==> src/rtl/dma_seq_pkg.sv <==
package dma_seq_pkg;

    localparam int STEP_W = 5;

    typedef enum logic [2:0] {
        S_IDLE    = 3'd0,
        S_RD_ADDR = 3'd1,
        S_RD_DATA = 3'd2,
        S_WR_ADDR = 3'd3,
        S_WR_DATA = 3'd4,
        S_FINISH  = 3'd5
    } seq_state_t;

    function automatic logic [STEP_W-1:0] code_bytes(input logic [1:0] code);
        unique case (code)
            2'b00:   code_bytes = 5'd4;
            2'b01:   code_bytes = 5'd1;
            2'b10:   code_bytes = 5'd2;
            default: code_bytes = 5'd16;
        endcase
    endfunction

    function automatic logic [1:0] wider_code(input logic [1:0] a, input logic [1:0] b);
        wider_code = (code_bytes(a) >= code_bytes(b)) ? a : b;
    endfunction

endpackage

==> src/rtl/dma_addr_reg.sv <==
module dma_addr_reg #(
    parameter int AW = 32,
    parameter int SW = 5
) (
    input  logic          clk,
    input  logic          rst_n,
    input  logic          load,
    input  logic [AW-1:0] load_val,
    input  logic          step_en_in,
    input  logic          adv,
    input  logic [SW-1:0] step,
    output logic [AW-1:0] addr
);
    logic step_en_q;

    always_ff @(posedge clk or negedge rst_n) begin
        if (!rst_n) begin
            addr      <= '0;
            step_en_q <= 1'b0;
        end else if (load) begin
            addr      <= load_val;
            step_en_q <= step_en_in;
        end else if (adv && step_en_q) begin
            addr      <= addr + AW'(step);
        end
    end
endmodule

==> src/rtl/dma_byte_cnt.sv <==
module dma_byte_cnt #(
    parameter int CW = 16,
    parameter int SW = 5
) (
    input  logic          clk,
    input  logic          rst_n,
    input  logic          load,
    input  logic [CW-1:0] load_val,
    input  logic          dec,
    input  logic [SW-1:0] step,
    output logic [CW-1:0] cnt,
    output logic          zero
);
    logic [CW-1:0] step_w;

    assign step_w = CW'(step);
    assign zero   = (cnt == '0);

    always_ff @(posedge clk or negedge rst_n) begin
        if (!rst_n) begin
            cnt <= '0;
        end else if (load) begin
            cnt <= load_val;
        end else if (dec) begin
            cnt <= (cnt > step_w) ? (cnt - step_w) : '0;
        end
    end
endmodule

==> src/rtl/dma_seq_fsm.sv <==
module dma_seq_fsm
    import dma_seq_pkg::*;
(
    input  logic       clk,
    input  logic       rst_n,
    input  logic       start,
    input  logic       load_cnt_zero,
    input  logic       cnt_zero,
    input  logic       aack,
    input  logic       dack,
    output seq_state_t state,
    output logic       req,
    output logic       we,
    output logic       load,
    output logic       src_adv,
    output logic       dst_adv,
    output logic       cnt_dec,
    output logic       cap,
    output logic       busy,
    output logic       done
);
    seq_state_t nxt;

    always_comb begin
        nxt = state;
        unique case (state)
            S_IDLE:    if (start) nxt = load_cnt_zero ? S_FINISH : S_RD_ADDR;
            S_RD_ADDR: if (aack)  nxt = S_RD_DATA;
            S_RD_DATA: if (dack)  nxt = S_WR_ADDR;
            S_WR_ADDR: if (aack)  nxt = S_WR_DATA;
            S_WR_DATA: if (dack)  nxt = cnt_zero ? S_FINISH : S_RD_ADDR;
            S_FINISH:             nxt = S_IDLE;
            default:              nxt = S_IDLE;
        endcase
    end

    always_ff @(posedge clk or negedge rst_n) begin
        if (!rst_n) state <= S_IDLE;
        else        state <= nxt;
    end

    always_comb begin
        req     = 1'b0;
        we      = 1'b0;
        load    = 1'b0;
        src_adv = 1'b0;
        dst_adv = 1'b0;
        cnt_dec = 1'b0;
        cap     = 1'b0;
        busy    = 1'b1;
        done    = 1'b0;
        unique case (state)
            S_IDLE: begin
                busy = 1'b0;
                load = start;
            end
            S_RD_ADDR: begin
                req     = 1'b1;
                src_adv = aack;
            end
            S_RD_DATA: cap = dack;
            S_WR_ADDR: begin
                req     = 1'b1;
                we      = 1'b1;
                dst_adv = aack;
                cnt_dec = aack;
            end
            S_WR_DATA: we = 1'b1;
            S_FINISH:  done = 1'b1;
            default:   busy = 1'b0;
        endcase
    end
endmodule

==> src/rtl/dma_xfer_seq.sv <==
module dma_xfer_seq
    import dma_seq_pkg::*;
#(
    parameter int AW = 32,
    parameter int DW = 32,
    parameter int CW = 16
) (
    input  logic          clk,
    input  logic          rst_n,
    input  logic          start,
    input  logic [AW-1:0] src_addr_in,
    input  logic [AW-1:0] dst_addr_in,
    input  logic [CW-1:0] byte_cnt_in,
    input  logic [1:0]    src_size,
    input  logic [1:0]    dst_size,
    input  logic          src_step_en,
    input  logic          dst_step_en,
    output logic          bus_req,
    output logic          bus_we,
    output logic [AW-1:0] bus_addr,
    output logic [1:0]    bus_size,
    input  logic          bus_aack,
    input  logic          bus_dack,
    input  logic [DW-1:0] bus_rdata,
    output logic [DW-1:0] bus_wdata,
    output logic          busy,
    output logic          done
);
    seq_state_t        state;
    logic              load, src_adv, dst_adv, cnt_dec, cap, cnt_zero;
    logic [1:0]        size_q;
    logic [STEP_W-1:0] step;
    logic [AW-1:0]     src_q, dst_q;
    logic [CW-1:0]     cnt_q;
    logic [DW-1:0]     data_q;

    dma_seq_fsm u_fsm (
        .clk(clk), .rst_n(rst_n), .start(start),
        .load_cnt_zero(byte_cnt_in == '0), .cnt_zero(cnt_zero),
        .aack(bus_aack), .dack(bus_dack), .state(state),
        .req(bus_req), .we(bus_we), .load(load),
        .src_adv(src_adv), .dst_adv(dst_adv), .cnt_dec(cnt_dec),
        .cap(cap), .busy(busy), .done(done)
    );

    always_ff @(posedge clk or negedge rst_n) begin
        if (!rst_n) begin
            size_q <= 2'b01;
            data_q <= '0;
        end else begin
            if (load) size_q <= wider_code(src_size, dst_size);
            if (cap)  data_q <= bus_rdata;
        end
    end

    assign step = code_bytes(size_q);

    dma_addr_reg #(.AW(AW), .SW(STEP_W)) u_src (
        .clk(clk), .rst_n(rst_n), .load(load), .load_val(src_addr_in),
        .step_en_in(src_step_en), .adv(src_adv), .step(step), .addr(src_q)
    );

    dma_addr_reg #(.AW(AW), .SW(STEP_W)) u_dst (
        .clk(clk), .rst_n(rst_n), .load(load), .load_val(dst_addr_in),
        .step_en_in(dst_step_en), .adv(dst_adv), .step(step), .addr(dst_q)
    );

    dma_byte_cnt #(.CW(CW), .SW(STEP_W)) u_cnt (
        .clk(clk), .rst_n(rst_n), .load(load), .load_val(byte_cnt_in),
        .dec(cnt_dec), .step(step), .cnt(cnt_q), .zero(cnt_zero)
    );

    assign bus_addr  = bus_we ? dst_q : src_q;
    assign bus_size  = size_q;
    assign bus_wdata = data_q;
endmodule

==> config.mk <==
export PLATFORM = sky130hd
export DESIGN_NAME = dma_xfer_seq
export DESIGN_NICKNAME = d
export VERILOG_FILES = /design/src/rtl/dma_seq_pkg.sv /design/src/rtl/dma_addr_reg.sv /design/src/rtl/dma_byte_cnt.sv /design/src/rtl/dma_seq_fsm.sv /design/src/rtl/dma_xfer_seq.sv
export SDC_FILE = /design/constraint.sdc
export NUM_CORES = 1
export LEC_CHECK = 0
export CAP_MARGIN = 10
export CORE_UTILIZATION = 45
export CTS_CLUSTER_DIAMETER = 120
export DETAILED_ROUTE_END_ITERATION = 10
export PLACE_DENSITY = 0.82
export SLEW_MARGIN = 20
export SYNTH_ARGS = -nofsm -noshare
export SYNTH_HDL_FRONTEND = slang
export SYNTH_SLANG_ARGS = --single-unit
==> constraint.sdc <==
create_clock -name clk -period 2.75 [get_ports clk]
set_input_delay 0.6875 -clock clk [delete_from_list [all_inputs] [get_ports clk]]
set_output_delay 0.6875 -clock clk [all_outputs]
set_load 0.1 [all_outputs]
==> results of run 1 <==
[worst paths after layout]
path | startpoint | end | slack, ns
setup / recovery | u_fsm.state[0]$_DFFE_PN0P_ | bus_addr[12] | 0.01
hold reg to reg | u_src.step_en_q$_DFFE_PN0P_ | u_src.step_en_q$_DFFE_PN0P_ | 0.48
min in group clk | u_src.step_en_q$_DFFE_PN0P_ | u_src.step_en_q$_DFFE_PN0P_ | 0.48
max in group asynchronous | rst_n | bus_size[0]$_DFFE_PN1P_ | 1.77
setup reg to reg | bus_size[0]$_DFFE_PN1P_ | u_dst.addr[22]$_DFFE_PN0P_ | 0.02
hold / removal | rst_n | bus_wdata[22]$_DFFE_PN0P_ | 0.28
[worst max-delay path: cells and delay by family (launching register included)]
kind                   cells  cell delay (ns)
buffers and inverters      4             0.58
DFF                        1             0.45
and+or+nand+nor            1             0.10
muxes                      1             0.32
AOI/OAI and AO/OA          1             0.18
[final cells by class]
| class | instances | share of cell area (%) |
|---|---|---|
| multi-input combinational | 600 | 39.2 |
| sequential | 119 | 27.6 |
| timing repair buffer | 233 | 24.0 |
| clock buffer | 20 | 4.22 |
| tap | 211 | 2.44 |
| clock inverter | 12 | 1.84 |
| inverter | 20 | 0.763 |
[registers in the layout, summed over array words and instances (netlist names)]
signal           count
u_dst.addr          32
u_dst.step_en_q      1
bus_size             2
u_fsm.state          3
u_src.addr          32
u_src.step_en_q      1
bus_wdata           32
u_cnt.cnt           16
[cells in the final DEF (no fill, tap or decap), drive strengths merged, types with 6 or more instances in the layout]
cell type	count
clkdlybuf4s50	121
dfrtp	118
buf	110
nand2	101
o21ai	63
mux2	62
nor2	58
a21oi	44
nand3	28
xnor2	22
clkbuf	22
nor3	20
nand4	18
inv	18
ha	17
o22ai	12
a22oi	11
nand2b	11
nor2b	11
o211ai	10
and3	9
xor2	9
nor4	9
and2	9
o311ai	8
clkinvlp	6
a2bb2oi	6
a32oi	6
or2	6
[cell families after synthesis]
kind of cell | after synthesis
AO/OA/AOI/OAI | 191
multiplexers | 64
buffers and inverters | 56
AND/OR/NAND/NOR | 294
adder cells (fa/ha/maj) | 20
XOR/XNOR | 31
flip-flops | 119
[metal layers]
metal / wire, µm / up-vias / share of wire [%] / GRT usage [%]
met2: 10800 / 293 / 50 / 44.2
met3: 1530 / 36 / 7.1 / 5.86
met5: 0 / - / 0 / 0
met1: 8740 / 3359 / 41 / 33.8
met4: 448 / 0 / 2.1 / 9.55
li1: - / 3256 / - / -
[per-stage QoR]
stage	instance area, µm²	hold slack [ns]
after floorplan	7400	0.392
after global placement	9950	0.461
after detailed placement	9950	0.466
after CTS	10700	0.285
after global routing	10800	0.303
final	10800	0.280
[timing repair]
item / 4_1_cts / 5_1_grt
cloned: 1 / 2
setup buffers: 3 / 8
setup endpoints to repair: 29 / 54
pin swaps: 1 / 8
gates resized for setup: 4 / 15
==> results, run 1 <==
- Across the run, the number of max-cap violations was 0.
- Hold repair after CTS inserted 0 buffers.
- The slew at the pin closest to its max-slew limit is 0.620 ns.
- The length in cells of the worst reg-to-reg path is 11.
- Relative to the synthesized area, the layout overhead comes to 50.2%.
- The starting DRC count in detailed routing is 437.
- The clock network latency to the later pin of the worst-skew pair is 0.42 ns.
- On the critical path, the stage with the largest delay is an instance of dfrtp_2.
- Once routing completed, OpenROAD measured the worst setup slack at 0.0119 ns.
- The leading cell type by number of instances after synthesis is dfrtp_1.
- The primary flip-flop cell chosen by synthesis mapping is dfrtp_1.
- In this run, synthesis inferred 0 flip-flops with an integrated enable.
- The final setup skew is 0.00667 ns.
- The sequential cell area is 2990 µm².
- Fill cells in the final layout number 1137.
- In this run the vertical extent of the chip is 129 µm.
- The synthesized instance count is 775.
- The count of nets left with antenna violations once routing finished came out at 0.
- The count of buffers inserted at the top-level ports is 192.
- The clock period could shrink to 2.74 ns.
- The detailed router placed 6944 vias in this run.
- The number of cells in the design after placement is 1170.
- The buffer levels on the longest clock path is 2.
- The H-tree was split into 4 levels.
- Of the total synthesized cell area, the portion taken by AND, OR, NAND and NOR gates is 21.0%.
- The multi-input combinational cells in the finished layout cover a total of 4240 µm².
- The finished layout holds 1215 standard cells, fillers aside.
- Detailed placement finished with a half-perimeter wire length of 15300 µm.
- The critical path endpoint category is a primary output.
- The signal on the critical path passes through nand2b_4, clkinvlp_4, a21oi_4, buf_6, clkbuf_16, mux2_4, buf_12.
- The die is 129 µm wide.
- The number of warnings printed during yosys synthesis is 0.
- The flow ran to the end, and the final reports show no timing, DRC or antenna violations.
- The share of synthesized flip-flops with an asynchronous set or reset is 100%.
- The number of iterations in the first detailed-routing pass is 5.
- The final count of hold timing violations is 0.
- In the final timing run, aggregate negative setup slack is 0 ns.
- The floorplan step defined a die boundary enclosing 16500 µm².
- The total overflow left after global routing is 0.
- STA classifies the critical path startpoint as a flip-flop.
- The core region is 15400 µm².
- The max-slew violation count came to 0.
- The post-synthesis sequential area ratio is 41.3%.
- The average via count per standard cell is 5.72.
- The final period utilization is 99.6%.
- In the global route stage, overall resource usage came out at 26.5%.
- The netlist uses 73 different library cells.
- The number of setup violations in the final report is 0.
- The synthesized-area fraction occupied by xor and xnor cells is 3.77%.
- Entering global routing, the biggest net connects 67 pins.
- The number of nets handed over by synthesis was 918.
- The start-to-end type of the worst setup path is flip-flop to primary output.
- The synthesized design devotes to its leading area cell type 41.0% of total area.
- After synthesis, the largest family of logic cells by area is simple AND/OR/NAND/NOR gates.
- Setup repair after global routing could not meet its margin everywhere.
- The fraction of the mapped netlist area in compound gates is 17.1%.
- Before CTS, the worst setup slack after placement is 0.115 ns.
- Clock tree synthesis selected as its root buffer the cell clkbuf_16.
- The mapped netlist covers 7210 µm².
- The first global-routing pass estimated 34000 µm of wire.
- The synthesized-area fraction occupied by adder cells is 3.78%.
- The number of nets at the end of the flow is 1134.
- Ranked by instance count, the synthesized netlist is headed by 118 x dfrtp_1, 100 x nand2_1, 56 x nor2_1.
- For this run, the top clock speed supported by timing is 365 MHz.
- The peak fanout along the critical path is 7.
- The initial utilization of the core area, before any placement, comes to 46.7%.
- The fraction of final layout cells with drive strength greater than 1 is 24.8%.
- The synthesized area divided by synthesized cell count is 9.30 µm².
- The endpoint required time on the critical path is 2.06 ns.
- For this run, design rule violations remaining after detail routing come to 0.
- The post-CTS clock slew at the launch and capture registers of the worst setup and hold paths is 0.05 ns.
- The largest stage delay on the critical path is 0.45 ns.
- For this design, the sink count on the clock tree is 119.
- The number of buffers created by CTS is 17.
- For the worst setup path, the data arrival time is 2.05 ns.
- 0 antenna diodes ended up in the layout.
- The worst-case headroom to the max-slew limit is 58.3%.
- The final RePlAce weighted congestion is 0.889.
- The routed wire length is 21500 µm.
- Of the post-synthesis cell area, the part taken by muxes is 9.97%.
- The placement row count is 45.
- The count of state elements after synthesis is 119.
- The min-delay analysis places its worst path in the category primary input to asynchronous set/reset pin.
- The number of antenna violations at the first check in global routing is 0.
- The largest total area in the synthesized netlist belongs to dfrtp_1.
- Ranked by total cell area, the synthesized netlist is headed by dfrtp_1 41%, mux2_2 6.6%, nand2_1 5.2%.
- The average wire per standard cell is 17.7 µm.
- For this design the top-level I/O count stands at 193.
- TritonCTS built the clock tree.
- The via count of the first global-routing pass is 6699.
- Cells fill 70.2% of the core in the end.
Power of run 1 is left out: the tool's default activity adds up to more than one toggle a clock period on the data nets, which glitch-free logic cannot reach.
==> run 2, diff against run 1 <==
CAP_MARGIN = default   (was 10)
GPL_TIMING_DRIVEN = 0   (was default)
==> run 2 against run 1 <==
  * The flow now finishes with violations (setup timing)
  * Critical path depth rose by 2
  * Register-to-register slack got worse by 0.02 ns
  * Sequential share of layout area fell by 0.72 points
  * Clock-buffer cell count rose by 5
  * Non-clock buffer count rose by 29
  * Utilization rose by 1.8 points
  * Fmax fell by 6.7%
  * Highest routed layer unchanged
==> results, run 2 (synthesized netlist as in run 1, its figures left out) <==
- The flow ran to the end, but the final reports show violations.
- The checks that failed: setup timing.
- The first global-routing pass estimated 37200 µm of wire.
- The tightest hold path in the finished design has a slack of 0.190 ns.
- The via count of the first global-routing pass is 7213.
- The post-synthesis to final-layout area growth is 54.2%.
- The final period utilization is 107%.
- The smallest setup slack after layout is -0.184 ns.
- The TritonCTS clock tree is built.
- The remaining antenna violation count after routing is 0.
- The count of max-cap constraint violations is 0.
- The most frequent standard cell in the layout excluding fill and tap cells is clkdlybuf4s50_1.
- The placement row count is 45.
- The pre-CTS setup slack is -0.776 ns.
- Routability-driven placement finished with a final weighted congestion of 0.946.
- The number of setup violations in the final report is 33.
- The vias after detailed routing is 7427.
- The average wire per standard cell is 20.0 µm.
- Before antenna repair, the detailed router went through 8 iterations.
- The die covers 16500 µm².
- The worst setup path is of the flip-flop to primary output kind.
- The vertical die dimension is 129 µm.
- Counting the fill cells in the layout gives 1085.
- The repair_antennas step left the layout with diodes totalling 0.
- Of the cells placed in the final design, the portion with a size suffix greater than 1 is 21.1%.
- In the routed design, unresolved DRC markers number 0.
- Setup repair after global routing could not meet its margin everywhere.
- The starting DRC count in detailed routing is 664.
- The detailed placement HPWL is 16500 µm.
- The count of buffers inserted at the top-level ports is 192.
- The peak fanout along the critical path is 5.
- The slowest stage of the critical path is the dfrtp_1 cell.
- The endpoint required time on the critical path is 2.06 ns.
- The number of top-level design ports is 193.
- Once layout is complete, the cells apart from fillers number 1244.
- The die is 129 µm wide.
- The tree built by TritonCTS fans out to 119 sinks.
- Clock-pin slew was measured on the worst setup and hold paths at 0.06 ns.
- STA puts the critical path data arrival time at 2.25 ns.
- The longest clock path from root to sink contains 2 buffers.
- The critical path endpoint category is a primary output.
- Leaving out fill and tap cells, the most frequent cells in the layout are 153 x clkdlybuf4s50_1, 117 x dfrtp_1, 96 x nand2_1, 56 x nor2_1, 40 x a21oi_1.
- Including well taps, the total number of placed cells is 1179.
- The final layout contains routed wiring with a total length of 24800 µm.
- The worst-case headroom to the max-slew limit is 33.2%.
- Global routing used 29.3% of the available tracks.
- The slew at the pin closest to its max-slew limit is 0.999 ns.
- At the end of the flow, the number of nets in the layout was 1163.
- Based on the critical path, the design can be clocked at up to 341 MHz.
- The class of the tightest hold or removal check is primary input to asynchronous set/reset pin.
- Summing all non-filler instances in the final layout gives an area of 11100 µm².
- The max-slew violation count is 0.
- The post-placement cell area is 9620 µm².
- Clock tree synthesis inserted a total of 17 buffers.
- STA classifies the critical path startpoint as a flip-flop.
- The critical path goes through buf_6, nand2b_4, clkinvlp_4, a21oi_4, buf_6, clkbuf_16, buf_12, mux2_4, buf_12.
- The clock network latency to the later pin of the worst-skew pair is 0.42 ns.
- The number of antenna violations at the first check in global routing is 0.
- After clock tree synthesis, the flow added hold-fix buffers numbering 0.
- The initial core utilization is 46.7%.
- In the routed layout, each cell is associated on average with a via count of 5.97.
- The final count of hold timing violations is 0.
- The H-tree was split into 4 levels.
- The final setup skew is 0.00848 ns.
- Global routing finished with a remaining overflow of 0.
- The core region is 15400 µm².
- Entering global routing, the biggest net connects 77 pins.
- The largest single stage delay on the critical path is 0.41 ns.
- The post-layout minimum cycle time is 2.93 ns.
- The clock root buffer is clkbuf_16.
[run 2: area by class of cell]
cell class	instances	area, µm²	area share, %
Multi-Input combinational cell	600	4280	38.5
Timing Repair Buffer	226	2630	23.7
Sequential cell	119	2980	26.9
Buffer	36	213	1.91
Clock buffer	25	515	4.64
Inverter	20	82.6	0.743
Tap cell	211	264	2.38
Clock inverter	7	138	1.24
[run 2: worst max-delay path: cells and delay by family, from the launching register on]
kind / cells / cell delay, ns
and+or+nand+nor: 1 / 0.08
AOI/OAI and AO/OA: 1 / 0.19
buffers and inverters: 6 / 0.83
muxes: 1 / 0.32
DFF: 1 / 0.41
[run 2: through the flow]
| stage | util, % | TNS [ns] |
|---|---|---|
| final | 72.0 | -4.19 |
| after global routing | 72.0 | -6.47 |
| after CTS | 69.8 | -1.21 |
| after detailed placement | 62.4 | -25.70 |
| after global placement | 62.2 | -468.45 |
| after floorplan | - | -1.02 |
[run 2: path summary, 6_finish.rpt]
| check | start | to | slack (ns) | cells past startpoint |
|---|---|---|---|---|
| worst min-delay path | rst_n | bus_wdata[3]$_DFFE_PN0P_ | 0.19 | 1 |
| worst min register to register | bus_wdata[18]$_DFFE_PN0P_ | bus_wdata[18]$_DFFE_PN0P_ | 0.49 | 1 |
| max in group asynchronous | rst_n | u_dst.addr[2]$_DFFE_PN0P_ | 1.81 | 2 |
| min in group clk | bus_wdata[18]$_DFFE_PN0P_ | bus_wdata[18]$_DFFE_PN0P_ | 0.49 | 1 |
| worst max-delay path | u_fsm.state[0]$_DFFE_PN0P_ | bus_addr[27] | -0.18 | 9 |
| worst max register to register | bus_size[0]$_DFFE_PN1P_ | u_dst.addr[22]$_DFFE_PN0P_ | 0 | 10 |
[run 2: layer usage]
metal | share of wire, % | GRT usage, % | vias up
li1 | - | - | 3318
met1 | 39 | 36.0 | 3611
met2 | 50 | 49.5 | 435
met3 | 8.8 | 7.57 | 63
met4 | 3.1 | 10.5 | 0
met5 | 0 | 0 | -
[run 2: repair_timing]
item | 4_1_cts | 5_1_grt
gates resized for setup | 292 | 65
gates cloned | 2 | 0
endpoints found under the setup margin | 44 | 74
pin swaps | 3 | 9
buffers inserted | 18 | 15
Power of run 2 is left out for the same reason.
